<file path="config.mk">
export PLATFORM = sky130hd
export DESIGN_NAME = zcs_gate_timer
export DESIGN_NICKNAME = d
export VERILOG_FILES = /design/src/rtl/zcs_gate_timer.sv
export SDC_FILE = /design/constraint.sdc
export NUM_CORES = 1
export LEC_CHECK = 0
export ABC_AREA = 1
export BUFFER_PORTS_ARGS = -buffer_cell sky130_fd_sc_hd__buf_2
export CORE_MARGIN = 2
export CORE_UTILIZATION = 50
export CTS_BUF_LIST = sky130_fd_sc_hd__clkbuf_2
export DETAILED_ROUTE_END_ITERATION = 7
export GPL_ROUTABILITY_DRIVEN = 0
export GPL_TIMING_DRIVEN = 0
export PLACE_DENSITY_LB_ADDON = 0.15
export SLEW_MARGIN = 20
export SYNTH_ARGS = -nofsm -noshare
export SYNTH_HDL_FRONTEND = slang
export SYNTH_SLANG_ARGS = --single-unit
</file>
<file path="constraint.sdc">
create_clock -name clk -period 2.6 [get_ports clk]
set_input_delay 0.65 -clock clk [delete_from_list [all_inputs] [get_ports clk]]
set_output_delay 0.65 -clock clk [all_outputs]
set_load 0.1 [all_outputs]
</file>
<file path="src/rtl/zcs_gate_timer.sv">
module zcs_gate_timer #(
  parameter int PER_W     = 8,
  parameter int DLY_W     = 4,
  parameter int INIT_HALF = 16,
  parameter int HS_BASE   = 2,
  parameter int HS_STEP   = 2
) (
  input  logic             clk,
  input  logic             rst_n,
  input  logic             cyc_start,
  input  logic             run_en,
  input  logic             sw_node,
  input  logic [DLY_W-1:0] smp_dly,
  output logic             ls_gate,
  output logic             hs_gate
);
  localparam int NSET  = 8;
  localparam int IDX_W = $clog2(NSET);

  typedef enum logic [2:0] {S_IDLE, S_LS, S_DEAD, S_HS, S_WAIT} st_t;

  st_t              st;
  logic [PER_W-1:0] cnt, per_cnt, half_now, half_ld, d_eff;
  logic             per_ok, sw_q1, sw_q2;
  logic [IDX_W-1:0] idx;
  logic [PER_W-1:0] on_tab [NSET];

  for (genvar g = 0; g < NSET; g++) begin : g_on
    assign on_tab[g] = PER_W'(HS_BASE + HS_STEP * g);
  end

  assign half_now = per_ok ? (per_cnt >> 1) : PER_W'(INIT_HALF);
  assign half_ld  = (half_now == '0) ? PER_W'(1) : half_now;
  assign d_eff    = (smp_dly == '0) ? PER_W'(1) : PER_W'(smp_dly);
  assign ls_gate  = (st == S_LS);
  assign hs_gate  = (st == S_HS);

  always_ff @(posedge clk or negedge rst_n) begin
    if (!rst_n) begin
      per_cnt <= '0;
      per_ok  <= 1'b0;
    end else if (cyc_start) begin
      per_cnt <= PER_W'(1);
      per_ok  <= 1'b1;
    end else if (per_cnt != '1) begin
      per_cnt <= per_cnt + 1'b1;
    end
  end

  always_ff @(posedge clk or negedge rst_n) begin
    if (!rst_n) begin
      sw_q1 <= 1'b0;
      sw_q2 <= 1'b0;
    end else begin
      sw_q1 <= sw_node;
      sw_q2 <= sw_q1;
    end
  end

  always_ff @(posedge clk or negedge rst_n) begin
    if (!rst_n) begin
      st  <= S_IDLE;
      cnt <= '0;
      idx <= '0;
    end else begin
      case (st)
        S_IDLE: if (cyc_start && run_en) begin
          st  <= S_LS;
          cnt <= half_ld - 1'b1;
        end
        S_LS: if (cnt == '0) st <= S_DEAD;
              else cnt <= cnt - 1'b1;
        S_DEAD: begin
          st  <= S_HS;
          cnt <= on_tab[idx] - 1'b1;
        end
        S_HS: if (cnt == '0) begin
          st  <= S_WAIT;
          cnt <= d_eff - 1'b1;
        end else cnt <= cnt - 1'b1;
        S_WAIT: if (cnt == '0) begin
          st <= S_IDLE;
          if (sw_q2 && idx != IDX_W'(NSET - 1)) idx <= idx + 1'b1;
          else if (!sw_q2 && idx != '0)        idx <= idx - 1'b1;
        end else cnt <= cnt - 1'b1;
        default: st <= S_IDLE;
      endcase
    end
  end

  AST_NO_OVERLAP: assert property (@(posedge clk) disable iff (!rst_n)
    !(ls_gate && hs_gate));
  AST_DEAD_GAP: assert property (@(posedge clk) disable iff (!rst_n)
    ls_gate |=> !hs_gate);
  AST_HS_AFTER_LS: assert property (@(posedge clk) disable iff (!rst_n)
    $rose(hs_gate) |-> $past(ls_gate, 2));
  AST_IDX_STEP: assert property (@(posedge clk) disable iff (!rst_n)
    (idx != $past(idx)) |-> ((idx == $past(idx) + 1'b1) || (idx == $past(idx) - 1'b1)));
  AST_IDX_SAT_HI: assert property (@(posedge clk) disable iff (!rst_n)
    (idx == IDX_W'(NSET - 1)) |=> (idx != '0));
  AST_IDX_SAT_LO: assert property (@(posedge clk) disable iff (!rst_n)
    (idx == '0) |=> (idx != IDX_W'(NSET - 1)));
  AST_HOLD_OFF: assert property (@(posedge clk) disable iff (!rst_n)
    (st == S_IDLE && !run_en) |=> !ls_gate);
endmodule

</file>
== Word-level counts from Yosys, hierarchy flattened ==
Memories as Yosys holds them, arrays and structs flattened.
Index checks and enable logic that the tools add are counted.

* Logic and storage cells: 62
* Output and inout port bits: 2
* Input bits: 9
* Memory bits (read-only): 64
* Memories: 1
* Register bits: 25

{| class="wikitable"
|+ Memories
! name !! words !! bits a word !! read ports !! clocked after Yosys merged registers in !! wr ports !! line !! text
|-
| (name not given) || 8 || 8 || 1 || 0 || 0 || 75 || <nowiki>cnt <= on_tab[idx] - 1'b1;</nowiki>
|}

* Magnitude comparators: 1
* Bitwise operators: 1
* Equality and inequality tests: 11
* Add/subtract/negate cells: 7
* Multiplexer cells: 18
* Reductions and logical operators: 16

{| class="wikitable"
|+ Operator list
! cell !! number
|-
| $mux W8 || 7
|-
| $pmux W8 S4 || 1
|-
| $mux W3 || 6
|-
| $logic_not A8 Y1 || 2
|-
| $sub A8 B1 Y8 const B || 2
|-
| $pmux W3 S5 || 1
|-
| $mux W7 || 2
|-
| $add A8 B1 Y8 const B || 1
|-
| $ne A8 B8 Y1 const B || 1
|-
| $sub A7 B1 Y8 const B || 1
|-
| $eq A3 B2 Y1 const B || 2
|-
| $ne A2 B2 Y1 const B || 3
|-
| $reduce_and A3 Y1 || 2
|-
| $sub A4 B1 Y5 const B || 1
|-
| $ge A4 B4 Y1 const B || 1
|-
| $logic_not A4 Y1 || 1
|-
| $mux W4 || 1
|-
| $ne A2 B1 Y1 const B || 2
|-
| $not A3 Y4 || 1
|-
| $reduce_and A4 Y1 || 1
|-
| $reduce_bool A2 Y1 || 2
|-
| $reduce_bool A4 Y1 || 1
|-
| $add A3 B1 Y3 const B || 1
|-
| $eq A3 B1 Y1 const B || 1
|-
| other kinds (8) || 10
|}

== Logic depth before layout (Yosys ltp) ==
Gate-level depths: netlist of run 1.

* Depth in word-level cells: 6
* Depth in mapped cells: 12
* Depth with buffers taken out: 12

== Worst setup path after synthesis of run 1 ==
No wires, ideal clock.

* Path type: reg-to-output
* From: register st[1]
* To: output ls_gate
* Stages on the path, launching flop included: 5
* Required time: 1950 ps
* Buffers on the path: 1
* Arrival time: 1308 ps
* Setup slack: 642 ps
* Cells stage by stage: dfrtp_1 -> clkbuf_8 -> inv_1 -> nand3_1 -> inv_1

* Word-level cells in the longest chain between the ends: 1

{| class="wikitable"
|+ RTL lines
! element !! line !! text
|-
| from (decl) || 22 || <nowiki>st_t st;</nowiki>
|-
| from (signal assigned) || 62 || <nowiki>st <= S_IDLE;</nowiki>
|-
| from (signal assigned) || 68 || <nowiki>st <= S_LS;</nowiki>
|-
| from (signal assigned) || 71 || <nowiki>S_LS: if (cnt == '0) st <= S_DEAD;</nowiki>
|-
| $eq A3 B1 Y1 || 35 || <nowiki>assign ls_gate = (st == S_LS);</nowiki>
|-
| to (decl) || 14 || <nowiki>output logic ls_gate,</nowiki>
|}

Every way passes these cells.

== Worst setup path after layout of run 1 ==
* From: register st[2]
* To: output hs_gate

* Word-level cells in the longest chain between the ends: 1

{| class="wikitable"
|+ RTL lines
! element !! line !! text
|-
| $eq A3 B2 Y1 || 36 || <nowiki>assign hs_gate = (st == S_HS);</nowiki>
|-
| to (decl) || 15 || <nowiki>output logic hs_gate</nowiki>
|}

Every way passes these cells.

==> run metrics, run 1 <==
sequential area share after synthesis=32.8%; initial core utilization=52.1%; logic gate share of total power=13.2%; H-tree depth=1; Sinks on Clock Net=25; clock buffer count from CTS=3; CP Data Arrival Time=1.77 ns; worst vdd ir=0.242 mV; initial drt markers=77; P_sw=0.000190 W; Leakage=1.08 nW; WL per Instance=11.9 um; maximum clock rate=0.413 GHz; clock period minus worst slack=2.42 ns; critical path capture point type=output pin; Boundary Pins=11; MaxCap Viol Count=0; critical path's most frequent cell=inv_2; sequence of cells on the critical path=inv_2 -> nand3_1 -> inv_2 -> buf_2; vias in the first global route=1,596; number of synthesized flops with an enable pin=0; GRT Total Usage=20.1%; Post-synth top cells=nand2_1 (57), inv_1 (40), dfrtp_1 (25); clk buf depth=2; Synth Flop Type=dfrtp_1; critical path's slowest cell=dfrtp_1; post-route antenna net violation count=0; die area=4320 um2; synthesized area=1910 um2; post-CTS setup buffers=0; leading cell type by number of instances after synthesis=nand2_1; Int Power=0.000464 W; WP buf/inv=3; Area Growth Syn to Fin=6.82%; vias per inst=5.07; skew final=0.0271 ns; Synth Register Bits=25; Port Buffer Count=10; dpl hpwl=2.99 mm; post-synth cell types=34; DIE HEIGHT=65.8 um; slowest stage delay, CP=0.52 ns; max-slew violation count=0; Syn Nets=280; Worst-Skew Late Latency=0.38 ns; crit path max fanout=7; Clk pwr share=25.2%; first-pass GRT wire length=6.76 mm; root buffer cell=clkbuf_2; layout cell share with drive strength beyond 1=16.6%; Rel. slew slack=60.1%; Slew @ Worst Pin=0.598 ns; Worst Hold Class=in2async; largest net degree at the start of global routing=26; outcome=complete, no violations; hold slack=0.214 ns; grt ovf=0; clk slew on worst S/H paths=0.27 ns; detailed-route via count=1,648; cts-stage hold buffer count=0; Yosys top cell by area=dfrtp_1; Setup-failing EPs final=0; Worst setup SP type=register; CP top delay family=buffers and inverters; Final period util=93.0%; CTS resizes=0; # rows=22; PwrDens=321 nW/um2; Hold Vio Cnt, Final=0; Chip Width=65.8 um; antenna violations before repair=0; sequential power share=61.6%; Setup CP Type=reg2out; DR pass1 iterations=4; top post-synthesis cells by area=dfrtp_1 (33%), nand2_1 (11%), inv_1 (7.9%), nand3_1 (5.5%), ha_1 (4.6%); Total Wirelength=3.87 mm; top cell type's share of synthesized area=32.8%; Syn Inst Count=263; core box area=3660 um2; Sw Ratio=29.0%; unrepaired setup endpoints after global routing=false; nets=295; DRC=0; Avg Cell Area, Syn=7.25 um2; CP Data Required Time=1.95 ns; Synth Warn #=0; Post-synth ARST share=100%; # diodes=0; CTS tree=built; setup TNS=0 ns
-- worst paths after layout --
kind	end	startpoint	cells past startpoint	slack, ns
setup / recovery	hs_gate	st[2]$_DFFE_PN0P_	4	0.18
hold / removal	sw_q2$_DFF_PN0_	rst_n	1	0.21
setup reg to reg	cnt[4]$_DFFE_PN0P_	st[2]$_DFFE_PN0P_	12	0.63
hold reg to reg	sw_q2$_DFF_PN0_	sw_q1$_DFF_PN0_	0	0.39
max in group asynchronous	per_ok$_DFFE_PN0P_	rst_n	1	1.97
min in group clk	sw_q1$_DFF_PN0_	sw_node	1	0.34
-- sequential cells by signal, summed over array words and instances, names as in the netlist --
register	count
sw_q2	1
per_ok	1
idx	3
sw_q1	1
st	3
per_cnt	8
cnt	8
-- per-stage QoR --
stage / area (um2) / instances / utilization (%) / setup slack, ns / total power, W
after floorplan: 1910 / 263 / - / 0.642 / 0.000466
final: 2040 / 325 / 55.6 / 0.181 / 0.000653
after global routing: 2040 / 325 / 55.6 / 0.0697 / 0.000694
after detailed placement: 2020 / 321 / 55.1 / 0.665 / 0.000495
after CTS: 2040 / 325 / 55.6 / 0.182 / 0.000660
after global placement: 2020 / 321 / 55.1 / 0.654 / 0.000494
-- final cells by class --
class / instances / area, um2
fill: 373 / 1620
multi-input combinational: 190 / 1090
sequential: 25 / 626
inverter: 46 / 173
tap: 48 / 60.1
timing repair buffer: 10 / 50.0
buffer: 2 / 18.8
clock buffer: 3 / 15.0
clock inverter: 1 / 5.00
-- placed cells by master, fill, tap and decap left out, drive strengths merged, types with 4 or more instances in the layout --
cell type / count
nor2: 27
clkbuf: 4
nor3: 7
ha: 7
a21oi: 13
inv: 46
o21ai: 20
xor2: 9
nand3: 25
buf: 11
nand2: 66
dfrtp: 25
-- power by group through the flow --
stage	registers, W	logic [W]	clock network, W
final	0.000402	0.0000862	0.000165
after global routing	0.000404	0.000100	0.000190
after CTS	0.000402	0.0000867	0.000171
after detailed placement	0.000409	0.0000860	0
after global placement	0.000408	0.0000851	0
after floorplan	0.000407	0.0000587	0
-- logic make-up after synthesis --
family	count (synthesis)	share of synthesized area, %
buffers and inverters	48	10.0
DFF	25	32.8
AOI/OAI and AO/OA	40	12.3
and+or+nand+nor	130	33.6
muxes	1	0.591
adders and majority gates	8	5.64
xor gates and xnor gates	11	5.05
-- per-layer routing --
layer	vias up	wire length, um	global-route usage, %	share of wire (%)
met4	0	46	4.69	1.2
met2	28	1820	34.7	47
met1	746	1900	26.5	49
met5	-	0	0	0
li1	869	-	-	-
met3	5	116	2.57	3.0
Power figures use the tool's default switching activity.
==> run 2, diff against run 1 <==
--- a/config.mk
+++ b/config.mk
@@ -13,7 +13,7 @@
 export DETAILED_ROUTE_END_ITERATION = 7
 export GPL_ROUTABILITY_DRIVEN = 0
 export GPL_TIMING_DRIVEN = 0
-export PLACE_DENSITY_LB_ADDON = 0.15
+export PLACE_DENSITY = 0.78
 export SLEW_MARGIN = 20
 export SYNTH_ARGS = -nofsm -noshare
 export SYNTH_HDL_FRONTEND = slang
==> run 2 against run 1 <==
Net effect: utilization rose by 0.10 points; critical path depth did not move; global-route usage fell by 0.52 points; critical path type unchanged; largest power group unchanged; largest cell class unchanged.
==> run metrics, run 2 (synthesis results as in run 1) <==
outcome=complete, no violations; fill cell count=362 (-2.9%); P_sw=0.000187 W (-1.2%); nets=295 (unchanged); detailed-route via count=1,648 (unchanged); clk buf depth=2 (unchanged); post-CTS setup buffers=0 (unchanged); unrepaired setup endpoints after global routing=false; die area=4320 um2 (unchanged); CTS resizes=0 (unchanged); antenna violations before repair=0 (unchanged); cell area after placement=2020 um2 (unchanged); worst vdd ir=0.351 mV (+45%); Reg area=626 um2 (unchanged); Final period util=93.7% (+0.67 points); vias in the first global route=1,606 (+0.63%); vias per inst=5.07 (unchanged); Worst Hold Class=in2async; core box area=3660 um2 (unchanged); grt ovf=0 (unchanged); critical path's slowest cell=dfrtp_1; first-pass GRT wire length=6.69 mm (-0.92%); Boundary Pins=11 (unchanged); DR pass1 iterations=4 (unchanged); sequential power share=61.3% (-0.3 points); PwrDens=322 nW/um2 (+0.33%); slowest stage delay, CP=0.52 ns (about the same); Worst-Skew Late Latency=0.36 ns (-0.02 ns); design area=2040 um2 (+0.18%); cts-stage hold buffer count=0 (unchanged); H-tree depth=1 (unchanged); CTS tree=built; setup TNS=0 ns (unchanged); max-slew violation count=0 (unchanged); # diodes=0 (unchanged); Clk pwr share=25.8% (+0.6 points); Rel. slew slack=62.6% (+2.5 points); Hold Vio Cnt, Final=0 (unchanged); Setup CP Type=reg2out; sequence of cells on the critical path=inv_2 -> nand3_1 -> inv_2 -> buf_2; MaxCap Viol Count=0 (unchanged); Area Growth Syn to Fin=7.02%; DRC=0 (unchanged); Chip Width=65.8 um (unchanged); root buffer cell=clkbuf_2; maximum clock rate=0.411 GHz (-0.71%); crit path max fanout=7 (unchanged); critical path's most frequent cell=inv_2; non-filler instance count after layout=325 (unchanged); clk slew on worst S/H paths=0.26 ns (about the same); GRT Total Usage=19.5% (-0.52 points); clock buffer count from CTS=3 (unchanged); Setup-failing EPs final=0 (unchanged); CP Data Arrival Time=1.79 ns (+0.02 ns); post-route antenna net violation count=0 (unchanged); Worst setup SP type=register; Sinks on Clock Net=25 (unchanged); Leakage=1.08 nW (about the same); DIE HEIGHT=65.8 um (unchanged); dpl hpwl=3.01 mm (+0.50%); largest net degree at the start of global routing=26 (unchanged); Top Registers=cnt (8), per_cnt (8); Sw Ratio=28.5% (-0.49 points); Slew @ Worst Pin=0.560 ns (-0.0381 ns); skew final=0.00273 ns (-0.0244 ns); area of the multi-input gates=1090 um2 (unchanged); Int Power=0.000469 W (+1.2%); critical path capture point type=output pin; Layout Utilization=55.7% (+0.10 points); Total Wirelength=3.74 mm (-3.5%); CP Data Required Time=1.95 ns (about the same); most frequent cells in the layout=nand2_1 (57), inv_1 (40), dfrtp_1 (25), nand3_1 (21), nor2_1 (20); initial core utilization=52.1% (unchanged); layout cell share with drive strength beyond 1=16.6% (unchanged); most common cell after layout, fill and taps aside=nand2_1; # rows=22 (unchanged); logic gate share of total power=13.0% (-0.2 points); initial drt markers=70 (-9.1%); clock period minus worst slack=2.44 ns (+0.0174 ns); WL per Instance=11.5 um (-3.5%); placed instance count=321 (unchanged); Port Buffer Count=10 (unchanged)
==> run 2: cell types whose count changed in the layout (fill, tap and decap cells not counted) <==
cell and change:
inv_6 +1, clkinv_2 -1
==> run 2: per-stage QoR <==
step	hold WS, ns	total power [W]	setup WS (ns)
2_1_floorplan	0.331	0.000466	0.642
3_3_place_gp	0.333	0.000492	0.675
3_5_place_dp	0.337	0.000495	0.638
4_1_cts	0.219	0.000666	0.155
5_1_grt	0.224	0.000695	0.0605
6_report	0.220	0.000657	0.164
==> run 2: final cells by class <==
class	instances	area share [%]
Buffer	2	0.920
Clock buffer	3	0.736
Clock inverter	1	0.429
Inverter	46	8.46
Multi-Input combinational cell	190	53.4
Sequential cell	25	30.7
Tap cell	48	2.94
Timing Repair Buffer	10	2.45
==> run 2: power by group through the flow <==
stage,logic (W),registers [W],clock network (W)
floorplan,0.0000587,0.000407,0
finish,0.0000852,0.000402,0.000169
global placement,0.0000836,0.000408,0
detailed placement,0.0000858,0.000409,0
global route,0.0000994,0.000404,0.000192
CTS,0.0000864,0.000402,0.000178
==> run 2: layer usage <==
| metal | up-vias | routed length [um] | GRT usage, % |
|---|---|---|---|
| met2 | 21 | 1810 | 34.5 |
| met5 | - | 0 | 0 |
| met3 | 2 | 105 | 3.60 |
| li1 | 868 | - | - |
| met1 | 757 | 1810 | 24.8 |
| met4 | 0 | 13 | 3.91 |
==> run 2: worst paths after layout <==
check,slack (ns),endpoint,from,cells past startpoint
max,0.16,hs_gate,st[2]$_DFFE_PN0P_,4
min,0.22,cnt[1]$_DFFE_PN0P_,rst_n,1
max reg2reg,0.65,idx[2]$_DFFE_PN0P_,idx[0]$_DFFE_PN0P_,7
min reg2reg,0.39,sw_q2$_DFF_PN0_,sw_q1$_DFF_PN0_,0
max in group asynchronous,2.01,per_cnt[6]$_DFFE_PN0P_,rst_n,1
min in group clk,0.36,sw_q1$_DFF_PN0_,sw_node,1
==> run 2: worst max-delay path, delay by kind of cell (launching register included) <==
family / cells / cell delay, ns
flip-flops: 1 / 0.52
AND/OR/NAND/NOR: 1 / 0.15
buffers and inverters: 3 / 0.75
